[src/rtl/tone_pkg.sv]
package tone_pkg;

    localparam int PH_W   = 8;
    localparam int ENV_W  = 6;
    localparam int TRI_W  = PH_W - 1;
    localparam int SMP_W  = 8;
    localparam int INC_W  = 8;
    localparam int DRUM_W = 2;

    typedef struct packed {
        logic [INC_W-1:0]  bass;
        logic [INC_W-1:0]  key;
        logic [DRUM_W-1:0] drum;
    } step_t;

    // Track content, computed per step index
    function automatic step_t make_step(int unsigned idx);
        step_t       s;
        int unsigned lo;
        int unsigned hi;
        lo = idx % 4;
        hi = (idx / 4) % 4;
        s.bass = INC_W'(4 + 2 * hi);
        s.key  = (lo == 3) ? '0 : INC_W'(8 + 4 * lo);
        if (lo == 0) begin
            s.drum = (hi % 2 == 1) ? DRUM_W'(2) : DRUM_W'(1);
        end else begin
            s.drum = '0;
        end
        return s;
    endfunction

endpackage

[src/rtl/tone_seq.sv]
module tone_seq
    import tone_pkg::*;
#(
    parameter int STEPS          = 16,
    parameter int TICKS_PER_STEP = 8
) (
    input  logic              clk,
    input  logic              rst,
    input  logic              tick_i,
    output logic              adv_o,
    output logic [INC_W-1:0]  bass_o,
    output logic [INC_W-1:0]  key_o,
    output logic [INC_W-1:0]  nkey_o,
    output logic [DRUM_W-1:0] ndrum_o
);

    localparam int IDX_W = (STEPS > 1) ? $clog2(STEPS) : 1;
    localparam int CNT_W = (TICKS_PER_STEP > 1) ? $clog2(TICKS_PER_STEP) : 1;
    localparam logic [IDX_W-1:0] LAST_IDX = IDX_W'(STEPS - 1);
    localparam logic [CNT_W-1:0] LAST_CNT = CNT_W'(TICKS_PER_STEP - 1);

    typedef struct packed {
        logic [IDX_W-1:0] idx;
        logic [CNT_W-1:0] cnt;
    } seq_state_t;

    seq_state_t st_d, st_q;
    step_t      tbl [STEPS];
    logic [IDX_W-1:0] nidx;

    for (genvar g = 0; g < STEPS; g++) begin : g_tbl
        assign tbl[g] = make_step(g);
    end

    always_comb begin
        st_d  = st_q;
        nidx  = (st_q.idx == LAST_IDX) ? '0 : st_q.idx + 1'b1;
        adv_o = tick_i && (st_q.cnt == LAST_CNT);
        if (tick_i) begin
            if (st_q.cnt == LAST_CNT) begin
                st_d.cnt = '0;
                st_d.idx = nidx;
            end else begin
                st_d.cnt = st_q.cnt + 1'b1;
            end
        end
    end

    always_ff @(posedge clk) begin
        if (rst) st_q <= '0;
        else     st_q <= st_d;
    end

    assign bass_o  = tbl[st_q.idx].bass;
    assign key_o   = tbl[st_q.idx].key;
    assign nkey_o  = tbl[nidx].key;
    assign ndrum_o = tbl[nidx].drum;

    AST_STEP_WRAP: assert property (@(posedge clk) disable iff (rst)
        (tick_i && st_q.idx == LAST_IDX && st_q.cnt == LAST_CNT) |=> (st_q.idx == '0));
    AST_STEP_HOLD: assert property (@(posedge clk) disable iff (rst)
        (!tick_i) |=> $stable(st_q));
    AST_CNT_RANGE: assert property (@(posedge clk) disable iff (rst)
        st_q.cnt <= LAST_CNT);

endmodule

[src/rtl/tone_voices.sv]
module tone_voices
    import tone_pkg::*;
#(
    parameter int DRUM_SHIFT = 4
) (
    input  logic              clk,
    input  logic              rst,
    input  logic              tick_i,
    input  logic              adv_i,
    input  logic [INC_W-1:0]  bass_i,
    input  logic [INC_W-1:0]  key_i,
    input  logic [INC_W-1:0]  nkey_i,
    input  logic [DRUM_W-1:0] ndrum_i,
    output logic [SMP_W-1:0]  sample_o
);

    localparam int SMP_MAX = (2 ** TRI_W - 1) + (2 ** ENV_W - 1);

    typedef struct packed {
        logic [PH_W-1:0]  bph;
        logic [PH_W-1:0]  kph;
        logic [ENV_W-1:0] env;
        logic [INC_W-1:0] drum;
        logic [SMP_W-1:0] smp;
    } voice_state_t;

    voice_state_t vs_d, vs_q;
    logic [TRI_W-1:0] tri_v;
    logic [ENV_W-1:0] gate;
    logic [ENV_W-1:0] key_v;
    logic [ENV_W-1:0] env_dec;
    logic [INC_W-1:0] drum_dec;
    logic [INC_W-1:0] drum_load;

    always_comb begin
        vs_d      = vs_q;
        tri_v     = vs_q.bph[PH_W-1] ? ~vs_q.bph[PH_W-2:0] : vs_q.bph[PH_W-2:0];
        gate      = {ENV_W{|key_i}};
        key_v     = vs_q.kph[PH_W-1] ? (vs_q.env & gate) : '0;
        vs_d.smp  = SMP_W'(tri_v) + SMP_W'(key_v);
        env_dec   = (vs_q.env == '0) ? '0 : vs_q.env - 1'b1;
        drum_dec  = (vs_q.drum == '0) ? '0 : vs_q.drum - 1'b1;
        drum_load = INC_W'(ndrum_i) << DRUM_SHIFT;
        if (tick_i) begin
            vs_d.bph = vs_q.bph + bass_i + vs_q.drum;
            vs_d.kph = vs_q.kph + key_i;
            if (adv_i) begin
                vs_d.env  = (|nkey_i) ? '1 : env_dec;
                vs_d.drum = (ndrum_i != '0) ? drum_load : drum_dec;
            end else begin
                vs_d.env  = env_dec;
                vs_d.drum = drum_dec;
            end
        end
    end

    always_ff @(posedge clk) begin
        if (rst) vs_q <= '0;
        else     vs_q <= vs_d;
    end

    assign sample_o = vs_q.smp;

    AST_ENV_DECAY: assert property (@(posedge clk) disable iff (rst)
        (tick_i && !adv_i && vs_q.env != '0) |=> (vs_q.env == $past(vs_q.env) - 1'b1));
    AST_ENV_RELOAD: assert property (@(posedge clk) disable iff (rst)
        (tick_i && adv_i && nkey_i != '0) |=> (vs_q.env == {ENV_W{1'b1}}));
    AST_DRUM_LOAD: assert property (@(posedge clk) disable iff (rst)
        (tick_i && adv_i && ndrum_i != '0) |=> (vs_q.drum == (INC_W'($past(ndrum_i)) << DRUM_SHIFT)));
    AST_VOICE_HOLD: assert property (@(posedge clk) disable iff (rst)
        (!tick_i) |=> ($stable(vs_q.bph) && $stable(vs_q.kph) && $stable(vs_q.env)));
    AST_NO_OVERFLOW: assert property (@(posedge clk) disable iff (rst)
        int'(sample_o) <= SMP_MAX);

endmodule

[src/rtl/tone_pwm.sv]
module tone_pwm
    import tone_pkg::*;
(
    input  logic             clk,
    input  logic             rst,
    input  logic [SMP_W-1:0] sample_i,
    output logic             pwm_o
);

    typedef struct packed {
        logic [SMP_W-1:0] cnt;
        logic             pwm;
    } pwm_state_t;

    pwm_state_t ps_d, ps_q;

    always_comb begin
        ps_d     = ps_q;
        ps_d.cnt = ps_q.cnt + 1'b1;
        ps_d.pwm = (ps_q.cnt < sample_i);
    end

    always_ff @(posedge clk) begin
        if (rst) ps_q <= '0;
        else     ps_q <= ps_d;
    end

    assign pwm_o = ps_q.pwm;

    AST_PWM_SILENT: assert property (@(posedge clk) disable iff (rst)
        (sample_i == '0) |=> !pwm_o);
    AST_PWM_FULL_CNT: assert property (@(posedge clk) disable iff (rst)
        (ps_q.cnt == '1) |=> (ps_q.cnt == '0));

endmodule

[src/rtl/tone_synth.sv]
module tone_synth
    import tone_pkg::*;
#(
    parameter int STEPS          = 16,
    parameter int TICKS_PER_STEP = 8,
    parameter int DRUM_SHIFT     = 4
) (
    input  logic       clk,
    input  logic       rst,
    input  logic       sample_tick,
    output logic [7:0] sample_o,
    output logic       pwm_o
);

    logic              adv;
    logic [INC_W-1:0]  bass_inc;
    logic [INC_W-1:0]  key_inc;
    logic [INC_W-1:0]  nkey_inc;
    logic [DRUM_W-1:0] ndrum;
    logic [SMP_W-1:0]  smp;

    tone_seq #(
        .STEPS          (STEPS),
        .TICKS_PER_STEP (TICKS_PER_STEP)
    ) u_seq (
        .clk     (clk),
        .rst     (rst),
        .tick_i  (sample_tick),
        .adv_o   (adv),
        .bass_o  (bass_inc),
        .key_o   (key_inc),
        .nkey_o  (nkey_inc),
        .ndrum_o (ndrum)
    );

    tone_voices #(
        .DRUM_SHIFT (DRUM_SHIFT)
    ) u_voices (
        .clk      (clk),
        .rst      (rst),
        .tick_i   (sample_tick),
        .adv_i    (adv),
        .bass_i   (bass_inc),
        .key_i    (key_inc),
        .nkey_i   (nkey_inc),
        .ndrum_i  (ndrum),
        .sample_o (smp)
    );

    tone_pwm u_pwm (
        .clk      (clk),
        .rst      (rst),
        .sample_i (smp),
        .pwm_o    (pwm_o)
    );

    assign sample_o = smp;

    AST_RESET_QUIET: assert property (@(posedge clk)
        $past(rst) |-> (sample_o == 8'd0 && !pwm_o));

endmodule

[config.mk]
export PLATFORM = sky130hd
export DESIGN_NAME = tone_synth
export DESIGN_NICKNAME = d
export VERILOG_FILES = /design/src/rtl/tone_pkg.sv /design/src/rtl/tone_seq.sv /design/src/rtl/tone_voices.sv /design/src/rtl/tone_pwm.sv /design/src/rtl/tone_synth.sv
export SDC_FILE = /design/constraint.sdc
export NUM_CORES = 1
export LEC_CHECK = 0
export ABC_CLOCK_PERIOD_IN_PS = 3300
export CAP_MARGIN = 0
export CORE_UTILIZATION = 55
export DETAILED_ROUTE_END_ITERATION = 8
export PLACE_DENSITY = 0.73
export SKIP_CTS_REPAIR_TIMING = 1
export SYNTH_ARGS = -nofsm -noshare
export SYNTH_HDL_FRONTEND = slang
export SYNTH_SLANG_ARGS = --single-unit
[constraint.sdc]
create_clock -name clk -period 3.3 [get_ports clk]
set_input_delay 0.495 -clock clk [delete_from_list [all_inputs] [get_ports clk]]
set_output_delay 0.495 -clock clk [all_outputs]
set_load 0.005 [all_outputs]
==> results of run 1 <==
## metal layers
layer | routed length [microns] | up-vias
met1 | 2760 | 1150
li1 | - | 1282
met4 | 88 | 0
met5 | 0 | -
met2 | 2760 | 22
met3 | 106 | 8
## final cells by class
| type | instances | area share, % |
|---|---|---|
| Multi-Input combinational cell | 271 | 57.6 |
| Sequential cell | 52 | 29.9 |
| Timing Repair Buffer | 13 | 3.45 |
| Inverter | 30 | 3.23 |
| Tap cell | 72 | 2.59 |
| Clock buffer | 6 | 2.08 |
| Clock inverter | 2 | 1.11 |
## state kept, by name, indices dropped and copies added, names as in the netlist
name               count
u_pwm.ps_q             8
u_pwm.pwm_o            1
u_seq.st_q             7
u_voices.sample_o      8
u_voices.vs_q         28
## layout by cell type (no fill, tap or decap), types with 7 or more instances in the layout
cell | synthesis | routed
nor2b_1 | 9 | 9
nor4_1 | 7 | 7
inv_1 | 29 | 29
a21oi_1 | 24 | 24
clkdlybuf4s50_1 | 0 | 10
mux2i_1 | 9 | 9
nor3_1 | 9 | 9
o21ai_0 | 8 | 8
dfxtp_1 | 52 | 52
ha_1 | 38 | 38
xor2_1 | 14 | 14
nor2_1 | 44 | 44
nand2_1 | 12 | 12
a31oi_1 | 8 | 8
xnor2_1 | 13 | 13
nand3_1 | 14 | 14
## stage by stage
stage / area (sq um) / total power [W] / hold slack, ps / setup WS, ps
final: 3480 / 0.00239 / 379 / 685
after global placement: 3370 / 0.00192 / 442 / 781
after CTS: 3480 / 0.00241 / 376 / 658
after floorplan: 3290 / 0.00175 / 421 / 904
after detailed placement: 3370 / 0.00195 / 452 / 690
after global routing: 3480 / 0.00260 / 385 / 397
## cell usage after synthesis (all sizes together) (9+ instances only)
master	instances	area, sq um
nor3	12	81.3
nor2	44	165
nand3	14	70.1
xnor2	13	114
nor2b	9	56.3
buf	16	101
a21oi	24	120
xor2	14	123
mux2i	9	90.1
inv	30	113
dfxtp	52	1040
ha	38	475
nand2	12	45.0
## worst paths after layout
path / from / endpoint / slack [ps] / depth (start not counted)
setup reg to reg: u_seq.st_q[4] / u_voices.sample_o[6] / 690 / 11
setup / recovery: u_seq.st_q[4] / u_voices.sample_o[6] / 690 / 11
hold / removal: rst / u_voices.vs_q[35] / 380 / 2
hold reg to reg: u_pwm.ps_q[1] / u_pwm.ps_q[1] / 460 / 1
## kinds of logic after synthesis
kind of cell / Yosys count / synth area share, %
AOI/OAI and AO/OA: 64 / 12.4
xor gates and xnor gates: 27 / 7.19
adders and majority gates: 44 / 18.1
buffers and inverters: 53 / 7.31
DFF: 52 / 31.7
muxes: 9 / 2.74
and+or+nand+nor: 127 / 20.5
## where the power goes
part	internal [W]	total, W	switching, W
sequential	0.000760	0.000906	0.000147
clock	0.000229	0.000452	0.000223
combinational	0.000517	0.00103	0.000515
total	0.00151	0.00239	0.000884
## worst max-delay path: stages (launching register included)
cell     delay, ps
dfxtp_1        410
ha_1           300
nor2b_1        250
and2_1         170
ha_1           160
inv_1           50
fa_1           380
nor2b_1        150
o21ai_0        100
a21oi_1        260
mux2i_1        210
nand3_1         80
==> flow_summary.json, run 1 <==
{
  "dieArea_sq_um": 6290,
  "async_reset_ff_share_pct": 0,
  "gp_congestion": 0.854,
  "syn_area_sq_um": 3290,
  "core-area_sq_um": 5640,
  "crit_fanout": 8,
  "max-cap-violations": 0,
  "cts_num_sinks": 52,
  "area_delta_synth_final_pct": 5.90,
  "ys.flop_type": "dfxtp_1",
  "yosysUniqueCellTypes": 55,
  "syn_nets": 423,
  "ys_seq_area_share_pct": 31.7,
  "clockBufferDepth": 2,
  "globalRouteMet2Util_pct": 38.4,
  "clk_pin_slew_ps": 100,
  "grt.met3_usage_pct": 3.45,
  "hold_class": "input pin to register",
  "leakage_nw": 1.47,
  "die_y_microns": 79.3,
  "max_freq_ghz": 0.382,
  "yosysWarnings": 0,
  "p_per_area_nw_per_um2": 686,
  "dp_hpwl_mm": 4.17,
  "cts_root_buffer": "clkbuf_8",
  "htreeDepth": 2,
  "ios": 12,
  "multiInputGateArea_sq_um": 2010,
  "path_class": "register to register",
  "drive_above_1_share_pct": 5.61,
  "cp-end-kind": "register",
  "routed_wirelength_mm": 5.72,
  "min_period_ps": 2610,
  "fin_crit_sh_pct": 79.2,
  "fillers": 498,
  "clk_latency_ps": 320,
  "fp.dieW_microns": 79.3,
  "hold_viol_final": 0,
  "grt_pass1_wl_mm": 10.3,
  "cts_tree": "yes",
  "slew_headroom_pct": 67.1,
  "rsz0062_at_grt": "false",
  "regArea_sq_um": 1040,
  "grt_max_degree": 49,
  "groute.usage.overall_pct": 20.8,
  "antenna_violating_nets_post_route": 0,
  "fin_nets": 420,
  "instances_no_fill": 446,
  "grt_antenna_before_repair": 0,
  "synth_edf_count": 0,
  "syn_area_per_cell_sq_um": 8.75,
  "routedWlPerCell_microns": 12.8,
  "fp-row-count": 27,
  "setup_tns_ps": 0,
  "worstMarginPinSlew_ps": 493,
  "grt_use_met1_pct": 24.0,
  "route.detailed.drc": 0,
  "required_ps": 3520,
  "antenna_cells": 0,
  "crit_path_start_kind": "register",
  "numPortBuffers": 11,
  "initial_core_util_pct": 58.3,
  "drtIter0Drc": 81,
  "post-route-util_pct": 61.7,
  "viasPerCell": 5.52,
  "cts_made_buffers": 5,
  "grt_overflow_total": 0,
  "ir_worst_vdd_v": 0.000400,
  "grt_pass1_vias": 2394,
  "critical_path_arrival_ps": 2830,
  "finalMaxSlewViolations": 0,
  "syn_inst": 376,
  "outcome": "completed",
  "top_usage_layer": "met2",
  "synth-seq-cells": 52,
  "setup_viol": 0,
  "dp_cells": 438,
  "drtPass1Iterations": 4,
  "fin_skew_ps": 11.8,
  "dr_total_vias": 2462
}
Power figures use the tool's default switching activity.
==> inputs of run 2 (changes only) <==
- ABC_CLOCK_PERIOD_IN_PS: 3300 -> 2200
- PLACE_DENSITY: 0.73 -> 0.76
- clock period: 3.3 -> 2.2 ns (I/O delays scaled with it)
==> run 2 against run 1 <==
The run now ends with setup timing left. Power is 50% higher. Cell area grew 6.9%. Final cell count rose by 5.6%. Largest cell class unchanged. Clock-buffer cell count did not move. Clock power increased by 15%. Via count is 6.5% higher. Sequential power up 46%. Utilization is 4.2 points higher. Flip-flop and latch count unchanged. Setup slack got worse by 860 ps.
==> flow_summary.json, run 2 (same netlist as run 1, synthesis figures left out) <==
{
  "final_common_cell": "dfxtp_1",
  "fp-row-count": 27,
  "reg2reg_slack_ps": -180,
  "layout_common_cells": "dfxtp_1, nor2_1, ha_1, inv_1, buf_4",
  "grt_overflow_total": 0,
  "grt_antenna_before_repair": 0,
  "cp-end-kind": "register",
  "worst-path-buf-inv": 1,
  "cts_made_buffers": 5,
  "max-cap-violations": 0,
  "grt_pass1_vias": 2570,
  "fin_crit_sh_pct": 108,
  "crit_family": "adder cells",
  "dr_total_vias": 2623,
  "setup_viol": 3,
  "pwr-share-comb_pct": 48.6,
  "numPortBuffers": 11,
  "clkPwrFrac_pct": 14.5,
  "dp_hpwl_mm": 4.94,
  "crit_fanout": 2,
  "antenna_cells": 0,
  "fin_nets": 446,
  "cts_root_buffer": "clkbuf_8",
  "ios": 12,
  "post-route-util_pct": 66.0,
  "cp_slowest_cell": "fa_1",
  "core-area_sq_um": 5640,
  "htreeDepth": 2,
  "clk_pin_slew_ps": 90,
  "leakage_nw": 1.60,
  "p_per_area_nw_per_um2": 964,
  "min_period_ps": 2380,
  "postPlaceCellArea_sq_um": 3590,
  "cts_num_sinks": 52,
  "die_y_microns": 79.3,
  "instances_no_fill": 471,
  "violations": "setup timing",
  "cts_tree": "yes",
  "gp_congestion": 0.820,
  "fin_skew_ps": 8.90,
  "regMostFlops": "u_voices.vs_q",
  "sequentialPowerShare_pct": 36.9,
  "fin_area_sq_um": 3720,
  "worstMarginPinSlew_ps": 494,
  "grt_max_degree": 27,
  "drive_above_1_share_pct": 15.5,
  "crit_path_start_kind": "register",
  "route.detailed.drc": 0,
  "dp_cells": 461,
  "hold_viol_final": 0,
  "p_total_w": 0.00359,
  "clockBufferDepth": 2,
  "fillers": 467,
  "groute.usage.overall_pct": 22.8,
  "path_cells": "fa_1 -> ha_2 -> inv_2 -> fa_2 -> nand2b_4 -> a21oi_4 -> mux2i_2 -> a31oi_1 -> o21a_1",
  "slew_headroom_pct": 67.1,
  "viasPerCell": 5.57,
  "routed_wirelength_mm": 6.71,
  "clk_latency_ps": 300,
  "cpPeakStageDelay_ps": 540,
  "grt_pass1_wl_mm": 11.2,
  "p_switching_w": 0.00137,
  "finalMaxSlewViolations": 0,
  "ir_worst_vdd_v": 0.000655,
  "required_ps": 2400,
  "initial_core_util_pct": 58.3,
  "p_int_w": 0.00222,
  "largest_reg_flops": 28,
  "outcome": "complete, but fails checks",
  "finalWorstSetupSlack_ps": -179,
  "routedWlPerCell_microns": 14.3,
  "antenna_violating_nets_post_route": 0,
  "fp.dieW_microns": 79.3,
  "path_class": "register to register",
  "rsz0062_at_grt": "true",
  "hold_class": "register to register",
  "critical_path_arrival_ps": 2580,
  "max_freq_ghz": 0.420,
  "area_delta_synth_final_pct": 13.2,
  "dieArea_sq_um": 6290,
  "sw_frac_of_total_pct": 38.1,
  "drtPass1Iterations": 4,
  "setup_tns_ps": -242,
  "drtIter0Drc": 113
}
[run 2: worst reg2reg max path, cell delays in order (launching register included)]
cell	delay, ps
dfxtp_2	340
fa_1	550
ha_2	190
inv_2	40
fa_2	340
nand2b_4	160
a21oi_4	160
mux2i_2	230
a31oi_1	100
o21a_1	180
[run 2: routing by layer]
metal | vias to the layer above | GRT usage [%] | share of wire, %
li1 | 1333 | - | -
met2 | 72 | 40.7 | 50
met5 | - | 0 | 0
met4 | 0 | 10.4 | 2.3
met3 | 18 | 4.83 | 2.9
met1 | 1200 | 25.7 | 45
[run 2: worst paths after layout]
check | startpoint | to | depth (start not counted)
setup / recovery | u_seq.st_q[5] | u_voices.vs_q[37] | 9
hold / removal | u_pwm.ps_q[1] | u_pwm.ps_q[1] | 1
setup reg to reg | u_seq.st_q[5] | u_voices.vs_q[37] | 9
hold reg to reg | u_pwm.ps_q[1] | u_pwm.ps_q[1] | 1
[run 2: cell type report]
class                           count  area, sq um  area share [%]
Clock inverter                      1         5.00           0.134
Sequential cell                    52         1050            28.1
Inverter                           30          113            3.03
Tap cell                           72         90.1            2.42
Clock buffer                        6         72.6            1.95
Multi-Input combinational cell    271         2070            55.5
Timing Repair Buffer               39          328            8.81
[run 2: per-stage QoR]
step / setup slack, ps / hold WS [ps]
floorplan: -83.8 / 421
global placement: -88.8 / 439
detailed placement: -191 / 449
CTS: -207 / 470
global route: -230 / 472
finish: -179 / 463
[run 2: power groups by stage]
stage          Combinational [W]  Clock, W  Sequential, W
2_1_floorplan            0.00134         0        0.00131
3_3_place_gp             0.00164         0        0.00133
3_5_place_dp             0.00170         0        0.00134
4_1_cts                  0.00172  0.000534        0.00132
5_1_grt                  0.00197  0.000574        0.00135
6_report                 0.00174  0.000519        0.00132
==> inputs of run 3 (changes only) <==
- CAP_MARGIN: 0 -> unset
==> results of run 3 <==
The final DEF is identical to that of run 2; final timing and power are the same.
